[config.mk]
export PLATFORM = sky130hd
export DESIGN_NAME = pmove_unit
export DESIGN_NICKNAME = d
export VERILOG_FILES = /design/src/rtl/pmove_pkg.sv /design/src/rtl/pmove_regfile.sv /design/src/rtl/pmove_ctrl.sv /design/src/rtl/pmove_snap.sv /design/src/rtl/pmove_unit.sv
export SDC_FILE = /design/constraint.sdc
export NUM_CORES = 2
export LEC_CHECK = 0
export BUFFER_PORTS_ARGS = -buffer_cell sky130_fd_sc_hd__clkbuf_2
export CELL_PAD_IN_SITES_DETAIL_PLACEMENT = 0
export CELL_PAD_IN_SITES_GLOBAL_PLACEMENT = 1
export CORE_UTILIZATION = 40
export CTS_CLUSTER_SIZE = 28
export DETAILED_ROUTE_END_ITERATION = 8
export PLACE_DENSITY = 0.76
export SLEW_MARGIN = 0
export SYNTH_ARGS = -nofsm -noshare
export SYNTH_HDL_FRONTEND = slang
export SYNTH_SLANG_ARGS = --single-unit
[constraint.sdc]
create_clock -name clk -period 4.3 [get_ports clk]
set_input_delay 0.86 -clock clk [delete_from_list [all_inputs] [get_ports clk]]
set_output_delay 0.86 -clock clk [all_outputs]
set_load 0.01 [all_outputs]
[src/rtl/pmove_pkg.sv]
// Shared types and type-code helpers for the parallel register move unit.
// Assumes 3-bit type codes; half-width codes are 0,2,4,6,7.
package pmove_pkg;

    localparam int TYPE_W = 3;

    typedef enum logic [1:0] {
        OP_SWZ = 2'b00,
        OP_GAT = 2'b01,
        OP_SCT = 2'b10,
        OP_RSV = 2'b11
    } pm_op_e;

    typedef enum logic [1:0] {
        ST_IDLE  = 2'b00,
        ST_READ  = 2'b01,
        ST_WRITE = 2'b10
    } pm_state_e;

    // True when the type code names a half-width operand.
    function automatic logic type_is_half(input logic [TYPE_W-1:0] t);
        case (t)
            3'd0, 3'd2, 3'd4, 3'd6, 3'd7: type_is_half = 1'b1;
            default:                      type_is_half = 1'b0;
        endcase
    endfunction

    // True when a half source of this code must be sign-extended.
    function automatic logic type_sign_ext(input logic [TYPE_W-1:0] t);
        type_sign_ext = (t == 3'd4) || (t == 3'd7);
    endfunction

endpackage

[src/rtl/pmove_regfile.sv]
// Register file: one write port with a low-half-only mode, one operand
// read port and one debug read port, both combinational.
// Assumes the caller never needs two writes in one cycle.
module pmove_regfile #(
    parameter int DATA_W    = 32,
    parameter int REG_COUNT = 64
) (
    input  logic                         clk,
    input  logic                         rst_n,
    input  logic                         wr_en,
    input  logic                         wr_low_only,
    input  logic [$clog2(REG_COUNT)-1:0] wr_addr,
    input  logic [DATA_W-1:0]            wr_data,
    input  logic [$clog2(REG_COUNT)-1:0] rd_addr,
    output logic [DATA_W-1:0]            rd_data,
    input  logic [$clog2(REG_COUNT)-1:0] dbg_addr,
    output logic [DATA_W-1:0]            dbg_data
);
    localparam int HALF_W = DATA_W / 2;

    logic [DATA_W-1:0] mem_q [REG_COUNT];

    // Storage update: clear on reset, full or low-half write otherwise.
    always_ff @(posedge clk) begin
        if (!rst_n) begin
            for (int i = 0; i < REG_COUNT; i++) begin
                mem_q[i] <= '0;
            end
        end else if (wr_en) begin
            if (wr_low_only) begin
                mem_q[wr_addr][HALF_W-1:0] <= wr_data[HALF_W-1:0];
            end else begin
                mem_q[wr_addr] <= wr_data;
            end
        end
    end

    // Read ports.
    always_comb begin
        rd_data  = mem_q[rd_addr];
        dbg_data = mem_q[dbg_addr];
    end
endmodule

[src/rtl/pmove_ctrl.sv]
// Command sequencer: accepts commands, checks opcode and index range,
// resolves effective addresses for every slot, then steps through a read
// phase and a write phase at one operand per cycle.
// Assumes SLOTS >= 2 and REG_COUNT <= 2**IDX_W.
module pmove_ctrl
    import pmove_pkg::*;
#(
    parameter int REG_COUNT = 64,
    parameter int IDX_W     = 7,
    parameter int SLOTS     = 4
) (
    input  logic                         clk,
    input  logic                         rst_n,
    input  logic                         cmd_valid,
    output logic                         cmd_ready,
    input  logic [1:0]                   cmd_op,
    input  logic [SLOTS*IDX_W-1:0]       cmd_src,
    input  logic [SLOTS*IDX_W-1:0]       cmd_dst,
    output logic                         busy,
    output logic                         done,
    output logic                         err_illegal,
    output logic                         err_range,
    output logic                         rd_fire,
    output logic [$clog2(REG_COUNT)-1:0] rd_addr,
    output logic [$clog2(SLOTS)-1:0]     rd_slot,
    output logic                         wr_fire,
    output logic [$clog2(REG_COUNT)-1:0] wr_addr,
    output logic [$clog2(SLOTS)-1:0]     wr_slot
);
    localparam int ADDR_W = $clog2(REG_COUNT);
    localparam int STEP_W = $clog2(SLOTS);
    localparam int EFF_W  = IDX_W + 1;

    pm_state_e         state_q;
    logic [STEP_W-1:0] step_q;
    logic [STEP_W-1:0] last_q;
    logic [ADDR_W-1:0] src_eff_q [SLOTS];
    logic [ADDR_W-1:0] dst_eff_q [SLOTS];
    logic              done_q;
    logic              ill_q;
    logic              rng_q;

    logic [EFF_W-1:0]  src_eff [SLOTS];
    logic [EFF_W-1:0]  dst_eff [SLOTS];
    logic [SLOTS-1:0]  slot_bad;
    logic [STEP_W-1:0] n_last;

    // Number of moves minus one for the offered command.
    always_comb begin
        n_last = (cmd_op == OP_SWZ) ? STEP_W'(1) : STEP_W'(SLOTS - 1);
    end

    // Effective per-slot addresses and range check for the offered command.
    always_comb begin
        for (int k = 0; k < SLOTS; k++) begin
            if (cmd_op == OP_SCT) begin
                src_eff[k] = {1'b0, cmd_src[0 +: IDX_W]} + EFF_W'(k);
            end else begin
                src_eff[k] = {1'b0, cmd_src[k*IDX_W +: IDX_W]};
            end
            if (cmd_op == OP_GAT) begin
                dst_eff[k] = {1'b0, cmd_dst[0 +: IDX_W]} + EFF_W'(k);
            end else begin
                dst_eff[k] = {1'b0, cmd_dst[k*IDX_W +: IDX_W]};
            end
            slot_bad[k] = (STEP_W'(k) <= n_last) &&
                          ((src_eff[k] >= EFF_W'(REG_COUNT)) ||
                           (dst_eff[k] >= EFF_W'(REG_COUNT)));
        end
    end

    // Phase sequencing, command latching and one-cycle status pulses.
    always_ff @(posedge clk) begin
        if (!rst_n) begin
            state_q <= ST_IDLE;
            step_q  <= '0;
            last_q  <= '0;
            done_q  <= 1'b0;
            ill_q   <= 1'b0;
            rng_q   <= 1'b0;
            for (int k = 0; k < SLOTS; k++) begin
                src_eff_q[k] <= '0;
                dst_eff_q[k] <= '0;
            end
        end else begin
            done_q <= 1'b0;
            ill_q  <= 1'b0;
            rng_q  <= 1'b0;
            case (state_q)
                ST_IDLE: begin
                    if (cmd_valid) begin
                        if (cmd_op == OP_RSV) begin
                            ill_q <= 1'b1;
                        end else if (|slot_bad) begin
                            rng_q <= 1'b1;
                        end else begin
                            state_q <= ST_READ;
                            step_q  <= '0;
                            last_q  <= n_last;
                            for (int k = 0; k < SLOTS; k++) begin
                                src_eff_q[k] <= src_eff[k][ADDR_W-1:0];
                                dst_eff_q[k] <= dst_eff[k][ADDR_W-1:0];
                            end
                        end
                    end
                end
                ST_READ: begin
                    if (step_q == last_q) begin
                        state_q <= ST_WRITE;
                        step_q  <= '0;
                    end else begin
                        step_q <= step_q + 1'b1;
                    end
                end
                ST_WRITE: begin
                    if (step_q == last_q) begin
                        state_q <= ST_IDLE;
                        done_q  <= 1'b1;
                    end else begin
                        step_q <= step_q + 1'b1;
                    end
                end
                default: state_q <= ST_IDLE;
            endcase
        end
    end

    // Outputs derived from the phase and step.
    always_comb begin
        cmd_ready   = (state_q == ST_IDLE);
        busy        = (state_q != ST_IDLE);
        done        = done_q;
        err_illegal = ill_q;
        err_range   = rng_q;
        rd_fire     = (state_q == ST_READ);
        wr_fire     = (state_q == ST_WRITE);
        rd_slot     = step_q;
        wr_slot     = step_q;
        rd_addr     = src_eff_q[step_q];
        wr_addr     = dst_eff_q[step_q];
    end
endmodule

[src/rtl/pmove_snap.sv]
// Operand snapshot: holds every source value of a command, widened to the
// full word at capture, and reports whether the destination is half width.
// Assumes load_types is pulsed when a command is taken.
module pmove_snap
    import pmove_pkg::*;
#(
    parameter int DATA_W = 32,
    parameter int SLOTS  = 4
) (
    input  logic                     clk,
    input  logic                     rst_n,
    input  logic                     load_types,
    input  logic [TYPE_W-1:0]        in_src_type,
    input  logic [TYPE_W-1:0]        in_dst_type,
    input  logic                     cap_en,
    input  logic [$clog2(SLOTS)-1:0] cap_slot,
    input  logic [DATA_W-1:0]        cap_data,
    input  logic [$clog2(SLOTS)-1:0] out_slot,
    output logic [DATA_W-1:0]        out_data,
    output logic                     out_half
);
    localparam int HALF_W = DATA_W / 2;

    logic [DATA_W-1:0] slot_q [SLOTS];
    logic [TYPE_W-1:0] src_t_q;
    logic [TYPE_W-1:0] dst_t_q;
    logic [DATA_W-1:0] widened;

    // Widen a captured source according to its type code.
    always_comb begin
        if (!type_is_half(src_t_q)) begin
            widened = cap_data;
        end else if (type_sign_ext(src_t_q)) begin
            widened = {{(DATA_W-HALF_W){cap_data[HALF_W-1]}}, cap_data[HALF_W-1:0]};
        end else begin
            widened = {{(DATA_W-HALF_W){1'b0}}, cap_data[HALF_W-1:0]};
        end
    end

    // Type latching and snapshot capture.
    always_ff @(posedge clk) begin
        if (!rst_n) begin
            src_t_q <= '0;
            dst_t_q <= '0;
            for (int k = 0; k < SLOTS; k++) begin
                slot_q[k] <= '0;
            end
        end else begin
            if (load_types) begin
                src_t_q <= in_src_type;
                dst_t_q <= in_dst_type;
            end
            if (cap_en) begin
                slot_q[cap_slot] <= widened;
            end
        end
    end

    // Write-back value and width selection.
    always_comb begin
        out_data = slot_q[out_slot];
        out_half = type_is_half(dst_t_q);
    end
endmodule

[src/rtl/pmove_unit.sv]
// Top of the parallel register move unit: sequencer, snapshot and register
// file, plus the debug port that shares the write port while idle.
// Assumes debug writes and command writes never coincide (idle gating).
module pmove_unit
    import pmove_pkg::*;
#(
    parameter int DATA_W    = 32,
    parameter int REG_COUNT = 64,
    parameter int IDX_W     = 7,
    parameter int SLOTS     = 4
) (
    input  logic                         clk,
    input  logic                         rst_n,
    input  logic                         cmd_valid,
    output logic                         cmd_ready,
    input  logic [1:0]                   cmd_op,
    input  logic [2:0]                   cmd_src_type,
    input  logic [2:0]                   cmd_dst_type,
    input  logic [SLOTS*IDX_W-1:0]       cmd_src,
    input  logic [SLOTS*IDX_W-1:0]       cmd_dst,
    output logic                         busy,
    output logic                         done,
    output logic                         err_illegal,
    output logic                         err_range,
    input  logic                         dbg_we,
    input  logic [$clog2(REG_COUNT)-1:0] dbg_addr,
    input  logic [DATA_W-1:0]            dbg_wdata,
    output logic [DATA_W-1:0]            dbg_rdata
);
    localparam int ADDR_W = $clog2(REG_COUNT);
    localparam int STEP_W = $clog2(SLOTS);

    logic              rd_fire;
    logic              wr_fire;
    logic [ADDR_W-1:0] rd_addr;
    logic [ADDR_W-1:0] seq_wr_addr;
    logic [STEP_W-1:0] rd_slot;
    logic [STEP_W-1:0] wr_slot;
    logic [DATA_W-1:0] rd_data;
    logic [DATA_W-1:0] snap_data;
    logic              snap_half;
    logic              rf_we;
    logic              rf_low_only;
    logic [ADDR_W-1:0] rf_addr;
    logic [DATA_W-1:0] rf_wdata;

    pmove_ctrl #(
        .REG_COUNT (REG_COUNT),
        .IDX_W     (IDX_W),
        .SLOTS     (SLOTS)
    ) u_ctrl (
        .clk         (clk),
        .rst_n       (rst_n),
        .cmd_valid   (cmd_valid),
        .cmd_ready   (cmd_ready),
        .cmd_op      (cmd_op),
        .cmd_src     (cmd_src),
        .cmd_dst     (cmd_dst),
        .busy        (busy),
        .done        (done),
        .err_illegal (err_illegal),
        .err_range   (err_range),
        .rd_fire     (rd_fire),
        .rd_addr     (rd_addr),
        .rd_slot     (rd_slot),
        .wr_fire     (wr_fire),
        .wr_addr     (seq_wr_addr),
        .wr_slot     (wr_slot)
    );

    pmove_snap #(
        .DATA_W (DATA_W),
        .SLOTS  (SLOTS)
    ) u_snap (
        .clk         (clk),
        .rst_n       (rst_n),
        .load_types  (cmd_valid && cmd_ready),
        .in_src_type (cmd_src_type),
        .in_dst_type (cmd_dst_type),
        .cap_en      (rd_fire),
        .cap_slot    (rd_slot),
        .cap_data    (rd_data),
        .out_slot    (wr_slot),
        .out_data    (snap_data),
        .out_half    (snap_half)
    );

    // Write-port sharing: sequencer writes while busy, debug writes when idle.
    always_comb begin
        rf_we       = wr_fire || (dbg_we && !busy);
        rf_low_only = wr_fire && snap_half;
        rf_addr     = wr_fire ? seq_wr_addr : dbg_addr;
        rf_wdata    = wr_fire ? snap_data : dbg_wdata;
    end

    pmove_regfile #(
        .DATA_W    (DATA_W),
        .REG_COUNT (REG_COUNT)
    ) u_rf (
        .clk         (clk),
        .rst_n       (rst_n),
        .wr_en       (rf_we),
        .wr_low_only (rf_low_only),
        .wr_addr     (rf_addr),
        .wr_data     (rf_wdata),
        .rd_addr     (rd_addr),
        .rd_data     (rd_data),
        .dbg_addr    (dbg_addr),
        .dbg_data    (dbg_rdata)
    );
endmodule

# == After elaboration in Yosys (flattened, before gate mapping) ==
# Memory sizes are Yosys's and may differ from the RTL's. A register that Yosys moved wholly into a read port is not among the register bits.
# Index checks and enable logic that the tools add are counted.
# word_totals
wordCells,163
mem_bits_rw,2224
rom_bits,0
n_memories,4
input_bits,106
reg_bits,15
output_inout_bits,37
latchBits,0
# memory_table
memory,words,width,read_ports,rd_clocked_by_memory_dff,wr,line_no,rtl
u_rf.mem_q,64,32,2,0,64,pmove_regfile.sv:21,logic [DATA_W-1:0] mem_q [REG_COUNT];
u_snap.slot_q,4,32,1,1,4,pmove_snap.sv:24,logic [DATA_W-1:0] slot_q [SLOTS];
u_ctrl.dst_eff_q,4,6,1,1,4,pmove_ctrl.sv:38,logic [ADDR_W-1:0] dst_eff_q [SLOTS];
u_ctrl.src_eff_q,4,6,1,1,4,pmove_ctrl.sv:37,logic [ADDR_W-1:0] src_eff_q [SLOTS];
# op_classes
order_cmp,12
bitwise_logic,14
n_reduce_logical,31
shift,0
add_sub_neg,7
eq_ne,20
n_div,0
n_mul,0
muxes,67
# op_table
cell,count
$mux 32,5
$reduce_or 32->1,2
$mux 6,10
$ge 8x7->1 const B,6
$mux 8,6
$mux 2,19
$add 7x2->8 const B,4
$mux 1,24
$eq 3x3->1 const B,6
$add 7x1->8 const B,2
$mux 16,1
$ge 7x7->1 const B,2
$pmux 2 s3,2
$reduce_and 5->1,2
$reduce_or 5->1,2
$or 1x1->1,9
$ne 2x2->1 const B,4
$reduce_or 4->1,2
$logic_and 1x1->1,7
$eq 2x2->1 const B,3
$eq 3x2->1 const B,2
$logic_not 3->1,2
$logic_or 1x1->1,6
$not 1->1,5
other kinds (13),18

# == Depth between registers and ports, before layout ==
# depth
word_depth,13
mapped_depth,14
ltp_nobuf,9

# == Cells and area by module ==
# From an unflattened synthesis, not the netlist that was laid out.
# hier_totals
hier_cells,8034
area_unflattened_um2,119699.8
# by_module_without_submodules
module,cells_per_inst,area_per_inst_um2,n_inst
pmove_regfile,7283,109391.2,1
pmove_snap,373,6243.5,1
pmove_ctrl,332,3568.4,1
pmove_unit,46,496.7,1

# == Worst setup path before layout ==
# OpenSTA, ideal clock, no wires.
# synth_timing
path_type,input port to output port
start,input dbg_addr[0]
end,output dbg_rdata[15]
path_buffers,3
setup_slack_ns,0.091
t_arrival_ns,3.349
required_time_ns,3.440
path_stages,6
path_cell_list,buf_2 -> clkbuf_1 -> buf_1 -> mux4_2 -> mux4_2 -> mux4_2
# synth_between
elab_chain_len,1
# synth_rtl
item,line_no,rtl
start: declaration,pmove_unit.sv:26,"input logic [$clog2(REG_COUNT)-1:0] dbg_addr,"
$mem_v2 64x32,--,
end: declaration,pmove_unit.sv:28,output logic [DATA_W-1:0] dbg_rdata
# No other way between the ends.

==> results.sh <==
export IMPL_min_period_over_period_pct=100
export IMPL_antenna_found_initial=22
export IMPL_crit_path_top_delay_cell="mux4_4"
export IMPL_async_flop_share_pct=0
export IMPL_gr_total_overflow=0
export IMPL_drt_initial_drc_count=11800
export IMPL_core_area_um2=286000
export IMPL_area_growth_pct=15.1
export IMPL_critPathCaptureType="register"
export IMPL_initial_core_util_pct=40.4
export IMPL_row_count=196
export IMPL_synth_distinct_cells=69
export IMPL_required_ns=4.99
export IMPL_drv_slew=0
export IMPL_timing_fmax_mhz=232
export IMPL_crit_path_max_fanout=16
export IMPL_vias=79700
export IMPL_grt_max_degree=120
export IMPL_cts_tree="built"
export IMPL_ant_nets=0
export IMPL_fin_area_um2=133000
export IMPL_fin_ws_ns=-0.00861
export IMPL_route_met2_wl_um=193000
export IMPL_fin_nets=8665
export IMPL_root_buffer="clkbuf_16"
export IMPL_wl_met3_um=45400
export IMPL_switching_share_pct=24.8
export IMPL_synth_fa_ha_area_share_pct=0.139
export IMPL_fin_cells=12500
export IMPL_p_switching_uw=12600
export IMPL_synth_edff_count=2224
export IMPL_placed_area_um2=125000
export IMPL_seq_area_frac_synth_pct=58.1
export IMPL_synth_nets=8350
export IMPL_cpMostUsedCell="buf_12"
export IMPL_skew_ns=0.0556
export IMPL_slew_headroom_pct=16.4
export IMPL_drt_pass1_iterations=6
export IMPL_htreeDepth=4
export IMPL_synth_mux_area_share_pct=24.5
export IMPL_synth_largest_area_cell="edfxtp_1"
export IMPL_hold_violations=0
export IMPL_layout_commonest_cell="edfxtp_1"
export IMPL_placed_cells=12100
export IMPL_ir_worst_vdd_mv=0.342
export IMPL_die_area_um2=291000
export IMPL_synth_area_per_cell_um2=14.0
export IMPL_synth_top_family_by_area="multiplexers"
export IMPL_synth_simple_area_share_pct=10.6
export IMPL_arrival_ns=5.00
export IMPL_cts_num_sinks=2241
export IMPL_die_w_um=539
export IMPL_grt_pass1_vias=77300
export IMPL_hold_buffers=0
export IMPL_die_height_um=539
export IMPL_io_buffers=142
export IMPL_syn_inst=8232
export IMPL_pwr_share_comb_pct=11.4
export IMPL_pre_cts_ws_ns=-0.175
export IMPL_pwr_share_seq_pct=49.5
export IMPL_gp_congestion=0.976
export IMPL_critical_path_class="register to register"
export IMPL_ys_warn_count=0
export IMPL_clkPwrFrac_pct=39.1
export IMPL_p_per_area_nw_per_um2=384
export IMPL_top_layer_used="met5"
export IMPL_route_detailed_drc=0
export IMPL_synth_xor_area_share_pct=0.182
export IMPL_cts_buffers_inserted=233
export IMPL_synth_top_area_share_pct=57.8
export IMPL_finalWirelength_um=415000
export IMPL_synth_compound_area_share_pct=3.08
export IMPL_maxCapViolCount=0
export IMPL_synth_top_cells_by_area="edfxtp_1, mux4_2, nor2_1"
export IMPL_status="finished with violations"
export IMPL_power_uw=51000
export IMPL_cp_cell_sequence="buf_4, mux4_4, or4b_1, or2_0, buf_12, a21oi_1, nor4_1, nand4_1, buf_12, a211oi_1"
export IMPL_critPathMaxStageDelay_ns=0.73
export IMPL_clockBufferDepth=4
export IMPL_violations="negative setup slack"
export IMPL_synth_flop_cell="edfxtp_1"
export IMPL_setup_violations=1
export IMPL_grtUsageTotal_pct=28.0
export IMPL_tightest_slew_ns=1.25
export IMPL_hp_class="input pin to register"
export IMPL_final_cell_mix="edfxtp_1, nor2_1, mux4_2, buf_4, nand2_1"
export IMPL_place_hpwl_um=287000
export IMPL_fin_crit_ns=4.31
export IMPL_ys_seq_elements=2241
export IMPL_p_leak_uw=0.0473
export IMPL_start_kind="register"
export IMPL_rsz0062_at_grt="no"
export IMPL_grt_first_pass_wirelength_um=581000
export IMPL_final_layout_size_suffix_gt1_share_pct=26.4
export IMPL_io_pins=143
export IMPL_synth_area_um2=115000
export IMPL_vias_per_cell=6.38
export IMPL_wl_per_cell_um=33.2
export IMPL_wl_met1_um=145000
export IMPL_insertion_delay_ns=0.93
export IMPL_clk_pin_slew_ns=0.06
export IMPL_p_int_uw=38400
-- final timing paths --
| check | from | endpoint | slack, ns | depth (start not counted) |
|---|---|---|---|---|
| worst max-delay path | register | u_snap.slot_q[0][27] | -0.009 | 10 |
| worst min-delay path | cmd_dst_type[0] | u_snap.dst_t_q[0] | 0.21 | 3 |
| worst max register to register | register | u_snap.slot_q[0][27] | -0.009 | 10 |
| worst min register to register | u_snap.dst_t_q[1] | u_snap.dst_t_q[1] | 0.46 | 2 |
-- cell usage after synthesis, drive strengths merged, types with 10 or more instances --
cell,count
a211oi,155
a21oi,228
a32oi,31
and2,61
buf,294
clkbuf,512
dfxtp,17
edfxtp,2224
ha,12
inv,15
mux2,18
mux2i,504
mux4,1023
nand2,537
nand2b,12
nand3,88
nand4,51
nor2,2128
nor2b,85
nor3,10
nor4,35
o21ai,34
o22ai,61
o31ai,16
xor2,15
-- area by class of cell --
class	instances	area [µm²]
Clock inverter	125	1140
Clock buffer	287	6130
Sequential cell	2241	67100
Tap cell	3762	4710
Fill cell	24600	153000
Multi-Input combinational cell	5170	45000
Timing Repair Buffer	886	8700
Antenna cell	11	27.5
Inverter	15	56.3
-- through the flow --
stage / util, % / TNS (ns) / hold slack (ns)
final: 46.4 / -0.00861 / 0.213
after CTS: 46.4 / -0.117 / 0.171
after floorplan: - / 0 / 0.436
after global routing: 46.4 / 0 / 0.215
after global placement: 43.7 / -2.80 / 0.446
after detailed placement: 43.7 / -2.83 / 0.455
-- power groups by stage --
stage | clock network, µW | logic (µW) | registers [µW]
after CTS | 20100 | 5720 | 25200
after global placement | 0 | 5610 | 25600
after global routing | 20800 | 5970 | 25300
after detailed placement | 0 | 5660 | 25700
final | 20000 | 5820 | 25200
after floorplan | 0 | 3230 | 25400
-- worst max-delay path: cells and delay by family (launching register included) --
family	cells	cell delay, ns
and+or+nand+nor	4	1.90
buffers and inverters	3	0.79
muxes	1	0.73
DFF	1	0.36
AOI/OAI and AO/OA	2	0.29
-- logic make-up after synthesis --
| logic type | count (synthesis) |
|---|---|
| AOI/OAI and AO/OA | 560 |
| xor gates and xnor gates | 24 |
| adders and majority gates | 13 |
| buffers and inverters | 821 |
| DFF | 2241 |
| muxes | 1545 |
| and+or+nand+nor | 3028 |
-- repair_timing --
item,CTS,global route
endpoints found under the setup margin,57,41
cloned,5,1
pin swaps,1,0
buffers inserted,0,12
gates resized for setup,18,11
-- flip-flops by register name (all words and copies together), names as in the netlist, named ones only --
name and cells:
u_ctrl.done 1, u_ctrl.dst_eff_q 24, u_ctrl.err_illegal 1, u_ctrl.err_range 1
u_ctrl.last_q 2, u_ctrl.rd_slot 2, u_ctrl.src_eff_q 24, u_ctrl.state_q 2
u_rf.mem_q 2048, u_snap.dst_t_q 3, u_snap.slot_q 128, u_snap.src_t_q 3
-- layer usage --
layer  global-route usage [%]  up-vias
met4                     17.6       16
li1                         -    32000
met3                     5.86     1100
met5                        0        -
met2                     44.2     5565
met1                     35.2    41100
Note: power is estimated with default switching activity, not from simulation.
